===== config.mk =====
export PLATFORM = sky130hd
export DESIGN_NAME = flash_irq_status
export DESIGN_NICKNAME = d
export VERILOG_FILES = /design/src/rtl/fis_pkg.sv /design/src/rtl/fis_flag_bank.sv /design/src/rtl/fis_live_view.sv /design/src/rtl/flash_irq_status.sv
export SDC_FILE = /design/constraint.sdc
export NUM_CORES = 1
export LEC_CHECK = 0
export BUFFER_PORTS_ARGS = -buffer_cell sky130_fd_sc_hd__buf_2
export CAP_MARGIN = 20
export CORE_ASPECT_RATIO = 0.8
export CORE_MARGIN = 1.5
export CORE_UTILIZATION = 39
export DETAILED_ROUTE_END_ITERATION = 8
export HOLD_SLACK_MARGIN = 0.03
export PLACE_DENSITY = 0.77
export SETUP_SLACK_MARGIN = 0.4
export SYNTH_ARGS = -nofsm -noshare
export SYNTH_HDL_FRONTEND = slang
export SYNTH_SLANG_ARGS = --single-unit

===== constraint.sdc =====
create_clock -name clk -period 0.81 [get_ports clk]
set_input_delay 0.0405 -clock clk [delete_from_list [all_inputs] [get_ports clk]]
set_output_delay 0.0405 -clock clk [all_outputs]
set_load 0.01 [all_outputs]

===== src/rtl/fis_pkg.sv =====
package fis_pkg;
  localparam int EVT_N = 6;
  // flag / mask bit positions, decoded by software
  localparam int B_WP    = 0;
  localparam int B_ECC   = 1;
  localparam int B_DERR  = 2;
  localparam int B_DFAIL = 3;
  localparam int B_CTL   = 4;
  localparam int B_DEV   = 5;
  // register addresses
  localparam logic [1:0] A_MASK = 2'd0;
  localparam logic [1:0] A_FLAG = 2'd1;
  localparam logic [1:0] A_LIVE = 2'd2;
endpackage


===== src/rtl/fis_flag_bank.sv =====
module fis_flag_bank #(
  parameter int N = 6
) (
  input  logic         clk,
  input  logic         rst_n,
  input  logic [N-1:0] src_i,
  input  logic         clr_i,
  output logic [N-1:0] flag_o
);
  logic [N-1:0] prev_q;
  logic [N-1:0] rise;

  always_ff @(posedge clk or negedge rst_n) begin
    if (!rst_n) prev_q <= '0;
    else        prev_q <= src_i;
  end

  assign rise = src_i & ~prev_q;

  for (genvar i = 0; i < N; i++) begin : g_bit
    always_ff @(posedge clk or negedge rst_n) begin
      if (!rst_n)      flag_o[i] <= 1'b0;
      else if (rise[i]) flag_o[i] <= 1'b1;
      else if (clr_i)   flag_o[i] <= 1'b0;
    end

    // a rise always lands, even against a clear
    assert_rise_sets_R5: assert property (@(posedge clk) disable iff (!rst_n)
      rise[i] |=> flag_o[i]);
    // clear with no new rise empties the flag
    assert_clear_works_R4: assert property (@(posedge clk) disable iff (!rst_n)
      (clr_i && !rise[i]) |=> !flag_o[i]);
    // sticky while not cleared
    assert_sticky_R2: assert property (@(posedge clk) disable iff (!rst_n)
      (flag_o[i] && !clr_i) |=> flag_o[i]);
    // held level gives no second rise
    assert_no_retrigger_R3: assert property (@(posedge clk) disable iff (!rst_n)
      (src_i[i] && $past(src_i[i])) |-> !rise[i]);
  end
endmodule


===== src/rtl/fis_live_view.sv =====
module fis_live_view #(
  parameter int CNT_W   = 2,
  parameter int DEV_LAG = 2,
  localparam int LW     = CNT_W + 5
) (
  input  logic             clk,
  input  logic             rst_n,
  input  logic             dev_i,
  input  logic             ctl_i,
  input  logic             ecc_i,
  input  logic             derr_i,
  input  logic             dfail_i,
  input  logic [CNT_W-1:0] cnt_i,
  output logic [LW-1:0]    live_o
);
  logic             dev_late;
  logic             ctl_q, ecc_q, derr_q, dfail_q;
  logic [CNT_W-1:0] cnt_q;

  if (DEV_LAG <= 1) begin : g_lag1
    always_ff @(posedge clk or negedge rst_n) begin
      if (!rst_n) dev_late <= 1'b0;
      else        dev_late <= dev_i;
    end
  end else begin : g_lagn
    logic [DEV_LAG-1:0] chain_q;
    always_ff @(posedge clk or negedge rst_n) begin
      if (!rst_n) chain_q <= '0;
      else        chain_q <= {chain_q[DEV_LAG-2:0], dev_i};
    end
    assign dev_late = chain_q[DEV_LAG-1];
  end

  always_ff @(posedge clk or negedge rst_n) begin
    if (!rst_n) begin
      ctl_q   <= 1'b0;
      ecc_q   <= 1'b0;
      derr_q  <= 1'b0;
      dfail_q <= 1'b0;
      cnt_q   <= '0;
    end else begin
      ctl_q   <= ctl_i;
      ecc_q   <= ecc_i;
      derr_q  <= derr_i;
      dfail_q <= dfail_i;
      cnt_q   <= derr_i ? cnt_i : '0;
    end
  end

  assign live_o = {dfail_q, cnt_q, derr_q, ecc_q, ctl_q, dev_late};

  // count field only carries a value alongside errors-detected
  assert_cnt_needs_err_R11: assert property (@(posedge clk) disable iff (!rst_n)
    (live_o[CNT_W+3:4] != '0) |-> live_o[3]);
endmodule


===== src/rtl/flash_irq_status.sv =====
module flash_irq_status #(
  parameter int REG_W   = 8,
  parameter int ADDR_W  = 2,
  parameter int CNT_W   = 2,
  parameter int DEV_LAG = 2
) (
  input  logic              clk,
  input  logic              rst_n,
  input  logic              dev_ready_i,
  input  logic              ctl_ready_i,
  input  logic              dec_fail_i,
  input  logic              dec_err_i,
  input  logic              ecc_ready_i,
  input  logic              wp_fault_i,
  input  logic [CNT_W-1:0]  err_cnt_i,
  input  logic [ADDR_W-1:0] bus_addr_i,
  input  logic              bus_wr_i,
  input  logic              bus_rd_i,
  input  logic [REG_W-1:0]  bus_wdata_i,
  output logic [REG_W-1:0]  bus_rdata_o,
  output logic              irq_o
);
  import fis_pkg::*;
  localparam int LW = CNT_W + 5;

  logic [EVT_N-1:0] src;
  logic [EVT_N-1:0] flags;
  logic [EVT_N-1:0] mask_q;
  logic [LW-1:0]    live;
  logic             sel_mask, sel_flag, sel_live, clr;

  assign src[B_WP]    = wp_fault_i;
  assign src[B_ECC]   = ecc_ready_i;
  assign src[B_DERR]  = dec_err_i;
  assign src[B_DFAIL] = dec_fail_i;
  assign src[B_CTL]   = ctl_ready_i;
  assign src[B_DEV]   = dev_ready_i;

  assign sel_mask = (bus_addr_i == ADDR_W'(A_MASK));
  assign sel_flag = (bus_addr_i == ADDR_W'(A_FLAG));
  assign sel_live = (bus_addr_i == ADDR_W'(A_LIVE));
  assign clr      = bus_rd_i && sel_flag;

  fis_flag_bank #(.N(EVT_N)) u_flags (
    .clk(clk), .rst_n(rst_n), .src_i(src), .clr_i(clr), .flag_o(flags)
  );

  fis_live_view #(.CNT_W(CNT_W), .DEV_LAG(DEV_LAG)) u_live (
    .clk(clk), .rst_n(rst_n),
    .dev_i(dev_ready_i), .ctl_i(ctl_ready_i), .ecc_i(ecc_ready_i),
    .derr_i(dec_err_i), .dfail_i(dec_fail_i), .cnt_i(err_cnt_i),
    .live_o(live)
  );

  always_ff @(posedge clk or negedge rst_n) begin
    if (!rst_n)                    mask_q <= '0;
    else if (bus_wr_i && sel_mask) mask_q <= bus_wdata_i[EVT_N-1:0];
  end

  always_comb begin
    bus_rdata_o = '0;
    if (sel_mask)      bus_rdata_o = REG_W'(mask_q);
    else if (sel_flag) bus_rdata_o = REG_W'(flags);
    else if (sel_live) bus_rdata_o = REG_W'(live);
  end

  assign irq_o = |(flags & mask_q);

  // an empty mask never raises the line
  assert_mask_gates_R6: assert property (@(posedge clk) disable iff (!rst_n)
    irq_o |-> (mask_q != '0));
  // line only up while some flag is held
  assert_irq_needs_flag_R7: assert property (@(posedge clk) disable iff (!rst_n)
    irq_o |-> (flags != '0));
  // writes elsewhere leave the mask alone
  assert_mask_only_addr0_R8: assert property (@(posedge clk) disable iff (!rst_n)
    (bus_wr_i && !sel_mask) |=> $stable(mask_q));
endmodule


# Word-level counts from Yosys, hierarchy flattened
# Cells that the tools add are included.
# word_totals
input_bits	22
wordCells	40
reg_bits	26
# op_classes
n_reduce_logical	10
n_mux	11
n_bitwise	3
eq_ne	2
# ops
cell	count
7-bit 2-to-1 mux	3
6-bit AND	2
2-bit nonzero test	6
1-bit 2-to-1 mux	7
6-bit inverter	1
6-bit OR reduction	1
2-bit by 1-bit equality test with 1-bit output (second input constant)	1
2-bit equality test (second input constant)	1
1-bit logical AND	2
2-bit logical NOT	1
2-bit 2-to-1 mux	1

# Depth between registers and ports, before layout
# Gate-level depths: netlist of run 1.
# depth
ltp_word	4
mapped_depth	4
mapped_depth_nobuf	2

# Cells and area by module
# Synthesis of run 1 repeated with hierarchy kept, for this count alone.
# hier_totals
cells_unflattened	83
area_unflattened_um2	1067.3
# modules_own_cells
module	area_each_um2	cells_per_inst	n_inst
flash_irq_status	434.2	38	1
fis_flag_bank	382.9	30	1
fis_live_view	250.2	15	1

# Worst setup path after synthesis of run 1
# OpenSTA, ideal clock, no wires.
# synth_path
path_kind	input port to flip-flop
from	input port bus_addr_i[1]
to	register mask_q[0]
stages	3
n_path_buf	1
t_arrival_ps	806
setup_ps	125
path_slack_ps	-121
cell_sequence	buf_6 -> nor3b_4 -> mux2_2
# synth_between
elab_chain_cells	2
# synth_lines
item	line_no	rtl
start: declaration	flash_irq_status.sv:16	input logic [ADDR_W-1:0] bus_addr_i,
2-bit logical NOT	flash_irq_status.sv:39	assign sel_mask = (bus_addr_i == ADDR_W'(A_MASK));
1-bit logical AND	flash_irq_status.sv:57	else if (bus_wr_i && sel_mask) mask_q <= bus_wdata_i[EVT_N-1:0];
end signal: assignment	flash_irq_status.sv:57	
end: declaration	flash_irq_status.sv:28	logic [EVT_N-1:0] mask_q;
# Every way passes these cells.
# A chain may end at the register's enable or synchronous reset.

# Final worst setup path of run 1
# layout_path
from	register mask_q[5]
to	output port irq_o
# layout_between
elab_chain_cells	2
# layout_lines
item	line_no	rtl
6-bit AND	flash_irq_status.sv:67	assign irq_o = |(flags & mask_q);
6-bit OR reduction	flash_irq_status.sv:67	
end: declaration	flash_irq_status.sv:21	output logic irq_o
# Every way passes these cells.

==> results.yml, run 1 <==
drt:
  routed-via-count: 679
  drc: 0
  drt_first_pass_iters: 4
  drtIter0Drc: 5
  routed_wl_mm: 1.97
  via_per_inst: 4.99
  wl_per_cell_microns: 14.5
  ant_nets: 0
setup_path:
  cp-start-kind: "register"
  cp.arrival_ps: 1160
  end_kind: "output port"
  crit_fanout: 3
  path_class: "register to output port"
  crit_required_ps: 770
synth:
  synth_ff_type: "dfrtp_1"
  yosys-top-cells-area: "dfrtp_1 (59%), mux2_2 (7.5%), mux2i_1 (6.7%), a22o_1 (5.9%), o2bb2ai_1 (5.9%)"
  synth-async-reset-ratio_pct: 100
  ys_seq_elements: 21
  ys_types: 16
  yosys.area.top_type_share_pct: 58.6
  syn_area_sq_um: 897
  synth_edf_count: 0
  synthCells: 66
  yosysTopAreaCell: "dfrtp_1"
  synth.most_common_cell: "dfrtp_1"
  synth.avg_cell_area_sq_um: 13.6
  ys.warnings.count: 0
  synth-seq-area-share_pct: 58.6
  syn-num-nets: 88
timing:
  fmax_mhz: 836
  fin_crit_sh_pct: 148
  fin_skew_ps: 0.513
  worst_slack_ps: -386
  rsz0062_at_grt: "yes"
  fin_crit_ps: 1200
  hold_viol_final: 40
  finalSetupViolations: 15
  whs_ps: -322
  slew_viol_final: 0
run_status:
  status: "complete, but fails checks"
  violations: "hold timing, setup timing"
placement:
  io_buffer_count: 27
  placed_area_sq_mm: 0.00108
  dpl.hpwl_mm: 1.34
  gp_congestion: 0.794
grt:
  grt_pass1_wl_mm: 2.89
  grt_usage_pct: 15.1
  antenna_found_initial: 0
  grt_pass1_vias: 664
  grt_max_degree: 22
  overflow: 0
clock_network:
  cts_buffers: 3
  cts_tree: "done"
  cts_buffer_depth: 2
  h-tree-depth: 1
  root_buffer: "clkbuf_4"
  clkTransAtPathRegs_ps: 100
  clock-sinks: 21
  insertion_delay_ps: 290
power:
  leakage_nw: 0.642
  powerDensity_mw_per_mm2: 1860
  p_total_w: 0.00235
  vdd_drop_max_v: 0.00149
final_layout:
  area_growth_pct: 40.7
  fin_nets: 134
  final_area_sq_mm: 0.00126
  fill_cells: 192
  antenna_cells: 0
  drive_gt1_share_pct: 52.3
floorplan:
  core_sq_mm: 0.00216
  dieWidth_microns: 56.6
  io_pins: 31
  die_h_microns: 45.9
  start_util_pct: 41.6
  die_area_sq_mm: 0.00260
  placementRows: 15
worst_hold_path:
  hold_path.class: "input pin to async pin"
job:
  max_cap_viol_count: 0
final cells by class:
type                    instances  area [sq um]  share of cell area (%)
flip-flops and latches         21           526                    41.6
multi-input cells              35           343                    27.2
repair buffers                 45           314                    24.9
well taps                      25          31.3                    2.48
clock buffers                   4          26.3                    2.08
inverters                       6          22.5                    1.78
flip-flops by register name (all words and copies together) (netlist names):
signal / cells
mask_q: 6
u_flags.flag_o: 6
u_flags.prev_q: 5
u_live.cnt_q: 2
u_live.g_lagn.chain_q: 2
per-layer routing:
layer  vias up  track usage, %  part of all wire (%)  wire length [microns]
met5         -               0                     0                      0
met1       327            19.5                    44                    872
met2        23            24.0                    48                    951
met3         2            5.40                   6.8                    135
met4         0            5.24                  0.61                     12
li1        327               -                     -                      -
kinds of logic after synthesis:
| logic type | share of synthesized area (%) |
|---|---|
| DFF | 58.6 |
| AOI/OAI and AO/OA | 14.2 |
| muxes | 14.2 |
| buffers and inverters | 6.28 |
| and+or+nand+nor | 6.28 |
| other | 0.418 |
critical path: stages, from the launching register on:
cell and delay, ps:
dfrtp_1 430, a22oi_2 190, nand3_1 90, buf_2 150
placed cells by master, fill, tap and decap left out, drive strengths merged, types with 3 or more instances in the layout:
cell / netlist / routed
buf: 3 / 45
dfrtp: 21 / 21
mux2i: 6 / 6
o2bb2ai: 6 / 6
inv: 6 / 6
a22o: 6 / 6
mux2: 6 / 6
clkbuf: 1 / 4
and2: 3 / 3
a22oi: 3 / 3
final timing paths:
path / slack (ps) / to / startpoint / depth (start not counted)
hold / removal: -320 / u_flags.prev_q[4]$_DFF_PN0_ / rst_n / 1
setup / recovery: -390 / irq_o / mask_q[5]$_DFFE_PN0P_ / 3
min in group clk: -140 / u_live.g_lagn.chain_q[0]$_DFF_PN0_ / dev_ready_i / 1
hold reg to reg: 380 / u_live.g_lagn.chain_q[1]$_DFF_PN0_ / u_live.g_lagn.chain_q[0]$_DFF_PN0_ / 0
setup reg to reg: -210 / mask_q[0]$_DFFE_PN0P_ / mask_q[0]$_DFFE_PN0P_ / 3
max in group asynchronous: 830 / u_flags.flag_o[3]$_DFFE_PN0P_ / rst_n / 1
power by group:
part / internal, W / switching (W) / total, W
Combinational: 0.000388 / 0.000220 / 0.000609
Sequential: 0.00116 / 0.000105 / 0.00127
Clock: 0.000191 / 0.000282 / 0.000473
per-stage QoR:
stage / util [%] / cells / setup TNS [ps] / hold WS (ps) / setup slack, ps
after global placement: 50.3 / 121 / -3010 / 8.92 / -200
after CTS: 55.1 / 131 / -2780 / -321 / -398
after global routing: 58.5 / 136 / -4140 / -320 / -463
after detailed placement: 50.3 / 121 / -3580 / 13.0 / -247
after floorplan: - / 66 / -708 / -255 / -118
final: 58.5 / 136 / -3280 / -322 / -386
repair_timing:
item,4_1_cts,5_1_grt
endpoints found under the setup margin,21,21
setup buffers,6,5
gates cloned,0,0
resized for setup,8,9
endpoints found under the hold margin,41,41
pin swaps,7,4
(Power assumes the default switching activity.)
==> run 2, diff against run 1 <==
CORE_UTILIZATION = 25   (was 39)
PLACE_DENSITY = 0.58   (was 0.77)
==> run 2 against run 1 <==
Against the previous run:
- sequential power is essentially flat
- maximum frequency is essentially flat
- first-iteration DRC count is the same
- largest cell class unchanged
- critical path type unchanged
- largest power group unchanged
- combinational power grew 2%
- the flow still finishes with violations (hold timing, setup timing)
- total power grew 9.6%
==> results.yml, run 2 (synthesized netlist as in run 1, its figures left out) <==
power:
  p_total_w: 0.00257
  switching_share_pct: 26.3
  vdd_drop_max_v: 0.00149
  switching_power_w: 0.000676
  leakage_nw: 0.670
  powerDensity_mw_per_mm2: 1910
  intPower_w: 0.00190
  combPwrFrac_pct: 24.1
  clock_power_share_pct: 26.3
  seq_power_share_pct: 49.6
floorplan:
  start_util_pct: 26.2
  dieWidth_microns: 70.0
  io_pins: 31
  die_area_sq_mm: 0.00396
  die_h_microns: 56.6
  core_sq_mm: 0.00342
  placementRows: 19
drt:
  ant_nets: 0
  wl_per_cell_microns: 14.7
  drc: 0
  drt_first_pass_iters: 4
  via_per_inst: 4.51
  routed-via-count: 699
  drtIter0Drc: 5
  routed_wl_mm: 2.28
timing:
  finalSetupViolations: 14
  worst_slack_ps: -387
  fin_crit_ps: 1200
  fmax_mhz: 836
  whs_ps: -269
  slew_viol_final: 0
  rsz0062_at_grt: "yes"
  fin_crit_sh_pct: 148
  setup_tns_ps: -3080
  fin_skew_ps: 0.848
  hold_viol_final: 28
clock_network:
  clkTransAtPathRegs_ps: 80
  cts_buffer_depth: 2
  cts_tree: "done"
  clock-sinks: 21
  h-tree-depth: 1
  insertion_delay_ps: 260
  root_buffer: "clkbuf_8"
  cts_buffers: 3
grt:
  grt_pass1_wl_mm: 3.53
  grt_usage_pct: 11.7
  overflow: 0
  grt_max_degree: 22
  grt_pass1_vias: 739
  antenna_found_initial: 0
final_layout:
  final_cell_mix: "buf_2 (24), dfrtp_1 (20), buf_4 (11)"
  antenna_cells: 0
  drive_gt1_share_pct: 55.8
  mostFrequentLayoutCell: "buf_2"
  postLayoutCoreUtil_pct: 39.5
  top_regs: "mask_q: 6 flops, u_flags.flag_o: 6 flops, u_flags.prev_q: 5 flops"
  area_growth_pct: 50.6
  fin_nets: 136
setup_path:
  cp-start-kind: "register"
  end_kind: "output port"
  path_class: "register to output port"
  slowest_stage: "dfrtp_1"
  cp.arrival_ps: 1160
  cp_top_family: "flip-flops"
  cp_num_buf_inv: 1
  crit_fanout: 3
  crit_required_ps: 770
  slowest_delay_ps: 420
  crit_path_cell_trace: "a22oi_2, nand3_1, buf_2"
run_status:
  violations: "hold timing, setup timing"
  status: "complete, but fails checks"
placement:
  io_buffer_count: 27
  gp_congestion: 0.726
  pre_cts_ws_ps: -259
  dpl.hpwl_mm: 1.61
job:
  max_cap_viol_count: 0
worst_hold_path:
  hold_path.class: "input pin to async pin"
-- run 2: changes by cell type in the layout (fill, tap and decap cells not counted), sizes merged --
cell / before / now
clkinv: 0 / 1
buf: 45 / 47
clkbuf: 4 / 3
-- run 2: worst register-to-register path, cell delays in order (launching register included) --
cell	delay, ps
dfrtp_1	440
buf_6	140
buf_6	100
buf_6	100
a22o_1	170
-- run 2: final timing paths --
check	start	end	slack [ps]	cells past startpoint
min in group clk	ctl_ready_i	u_flags.prev_q[4]$_DFF_PN0_	-100	1
worst min register to register	u_live.g_lagn.chain_q[0]$_DFF_PN0_	u_live.g_lagn.chain_q[1]$_DFF_PN0_	390	0
worst max-delay path	mask_q[4]$_DFFE_PN0P_	irq_o	-390	3
worst max register to register	u_flags.flag_o[3]$_DFFE_PN0P_	u_flags.flag_o[3]$_DFFE_PN0P_	-240	4
worst min-delay path	rst_n	u_flags.prev_q[0]$_DFF_PN0_	-270	1
max in group asynchronous	rst_n	u_flags.flag_o[5]$_DFFE_PN0P_	730	1
-- run 2: what timing repair did --
action	CTS	global route
hold endpoints to repair	39	35
gates resized for setup	15	5
setup buffers	5	4
pin swaps	7	2
cloned	0	0
endpoints found under the setup margin	21	21
-- run 2: cell type report --
type	count	area (sq um)
sequential	21	527
inverter	6	22.5
timing repair buffer	47	355
clock buffer	3	41.3
clock inverter	1	5.00
fill	367	2070
multi-input combinational	35	348
tap	42	52.6
-- run 2: power groups by stage --
| stage | clock (W) | sequential [W] | combinational, W |
|---|---|---|---|
| 5_1_grt | 0.000738 | 0.00129 | 0.000675 |
| 2_1_floorplan | 0 | 0.00124 | 0.000262 |
| 3_3_place_gp | 0 | 0.00126 | 0.000461 |
| 4_1_cts | 0.000706 | 0.00125 | 0.000580 |
| 3_5_place_dp | 0 | 0.00127 | 0.000474 |
| 6_report | 0.000677 | 0.00128 | 0.000620 |
-- run 2: metrics by stage --
step / cell area, sq um / cells
after floorplan: 913 / 66
after global placement: 1150 / 142
after detailed placement: 1150 / 142
after CTS: 1290 / 151
after global routing: 1350 / 155
final: 1350 / 155
-- run 2: layer usage --
metal	wire length [microns]	global-route usage (%)	share of wire (%)
met4	18	0.824	0.79
met1	942	15.8	41
met3	207	5.03	9.1
met2	1110	18.2	49
met5	0	0	0
==> run 3, diff against run 2 <==
CORE_ASPECT_RATIO = 1.25   (was 0.8)
==> run 3 against run 2 <==
Against the previous run:
- the flow still finishes with violations (hold timing, setup timing)
- cell count fell by 3.9%
- hold slack got worse by 11 ps
- via count fell by 5.4%
- non-clock buffer count fell by 3
- cell area fell by 5.6%
- routed wire length fell by 9.8%
- utilization fell by 2.5 points
- total power fell by 3.6%
- global-route usage fell by 1.2 points
- critical path type unchanged
- largest cell class unchanged
==> results.yml, run 3 (synthesized netlist as in run 1, its figures left out) <==
clock_network:
  cts_tree: "done"
  cts_buffers: 3
  cts_buffer_depth: 2
  clkTransAtPathRegs_ps: 80
  insertion_delay_ps: 250
  clock-sinks: 21
  h-tree-depth: 1
  root_buffer: "clkbuf_8"
final_layout:
  antenna_cells: 0
  drive_gt1_share_pct: 54.5
  top_regs: "mask_q: 6 flops, u_flags.flag_o: 6 flops, u_flags.prev_q: 5 flops"
  mostFrequentLayoutCell: "buf_2"
  multiInputGateArea_sq_um: 345
  area_growth_pct: 42.3
  fill_cells: 338
  final_cell_mix: "buf_2 (26), dfrtp_1 (21), buf_4 (12)"
  fin_nets: 133
  instances_no_fill: 149
  regArea_sq_um: 526
floorplan:
  io_pins: 31
  die_h_microns: 70.0
  core_sq_mm: 0.00345
  start_util_pct: 26.0
  die_area_sq_mm: 0.00396
  placementRows: 24
  dieWidth_microns: 56.6
power:
  leakage_nw: 0.643
  p_total_w: 0.00248
  clock_power_share_pct: 27.0
  combPwrFrac_pct: 22.1
  intPower_w: 0.00185
  vdd_drop_max_v: 0.000779
  seq_power_share_pct: 50.9
  powerDensity_mw_per_mm2: 1950
  switching_share_pct: 25.7
  switching_power_w: 0.000638
drt:
  ant_nets: 0
  routed_wl_mm: 2.05
  wl_per_cell_microns: 13.8
  drt_first_pass_iters: 4
  via_per_inst: 4.44
  drtIter0Drc: 13
  routed-via-count: 661
  drc: 0
timing:
  fmax_mhz: 880
  fin_crit_sh_pct: 140
  fin_skew_ps: 2.02
  whs_ps: -280
  finalSetupViolations: 12
  worst_slack_ps: -327
  hold_viol_final: 28
  slew_viol_final: 0
  rsz0062_at_grt: "yes"
  fin_crit_ps: 1140
job:
  max_cap_viol_count: 0
placement:
  dpl.hpwl_mm: 1.57
  dp_cells: 137
  gp_congestion: 0.788
  io_buffer_count: 27
grt:
  grt_max_degree: 22
  antenna_found_initial: 0
  overflow: 0
  grt_pass1_wl_mm: 3.26
  grt_usage_pct: 10.5
  grt_pass1_vias: 686
setup_path:
  cp.arrival_ps: 1100
  critical_path.startpoint: "u_flags.flag_o[2]$_DFFE_PN0P_"
  path_class: "register to output port"
  rrSetupSlack_ps: -200
  reg2reg_to: "mask_q[5]$_DFFE_PN0P_"
  crit_fanout: 3
  setup.worst_path.end: "irq_o"
  crit_required_ps: 770
  end_kind: "output port"
  r2r_start: "mask_q[5]$_DFFE_PN0P_"
  r2r_cells: 3
  cp-start-kind: "register"
run_status:
  violations: "hold timing, setup timing"
  status: "complete, but fails checks"
worst_hold_path:
  hold_path.class: "input pin to async pin"
==> run 3: worst min path at each step <==
stage          depth (start not counted)   from                       endpoint  slack, ps
2_1_floorplan                          0  rst_n          mask_q[0]$_DFFE_PN0P_       -260
3_3_place_gp                           1  rst_n    u_flags.prev_q[0]$_DFF_PN0_         10
3_5_place_dp                           1  rst_n  u_flags.flag_o[0]$_DFFE_PN0P_         20
4_1_cts                                1  rst_n  u_flags.flag_o[0]$_DFFE_PN0P_       -260
5_1_grt                                1  rst_n          mask_q[4]$_DFFE_PN0P_       -250
6_report                               1  rst_n  u_flags.flag_o[0]$_DFFE_PN0P_       -280
==> run 3: power groups by stage <==
stage | clock network (W) | logic, W | registers [W]
after floorplan | 0 | 0.000262 | 0.00124
after global placement | 0 | 0.000423 | 0.00126
after detailed placement | 0 | 0.000431 | 0.00127
after CTS | 0.000689 | 0.000502 | 0.00126
after global routing | 0.000738 | 0.000602 | 0.00128
final | 0.000670 | 0.000548 | 0.00126
==> run 3: metrics by stage <==
step | area (sq um) | TNS [ps] | hold WS, ps | worst slack (ps) | util (%)
after floorplan | 913 | -708 | -255 | -118 | -
after global placement | 1120 | -2330 | 9.58 | -211 | 32.4
after detailed placement | 1120 | -2650 | 17.4 | -237 | 32.4
after CTS | 1220 | -2470 | -260 | -327 | 35.3
after global routing | 1280 | -3220 | -247 | -391 | 37.0
final | 1280 | -2500 | -280 | -327 | 37.0
==> run 3: layout make-up <==
class	count	share of cell area, %
sequential	21	41.2
multi-input combinational	35	27.1
timing repair buffer	44	22.5
tap	39	3.82
clock buffer	3	3.24
inverter	6	1.76
clock inverter	1	0.392
==> run 3: metal layers <==
layer  wire, microns  GRT usage, %  part of all wire [%]  up-vias
met4              21          3.97                   1.0        0
met5               0             0                     0        -
li1                -             -                     -      321
met2            1070          17.4                    52       14
met1             905          13.7                    44      324
met3              58          1.48                   2.8        2
==> run 3: repair_timing <==
item	CTS	global route
pin swaps	7	3
setup buffers	3	5
setup endpoints to repair	21	21
resized for setup	8	6
hold endpoints to repair	36	35
==> run 3: critical path, cell delays in order (launching register included) <==
cell     delay [ps]
dfrtp_1         420
a22oi_1         190
nand3_1          90
buf_2           140
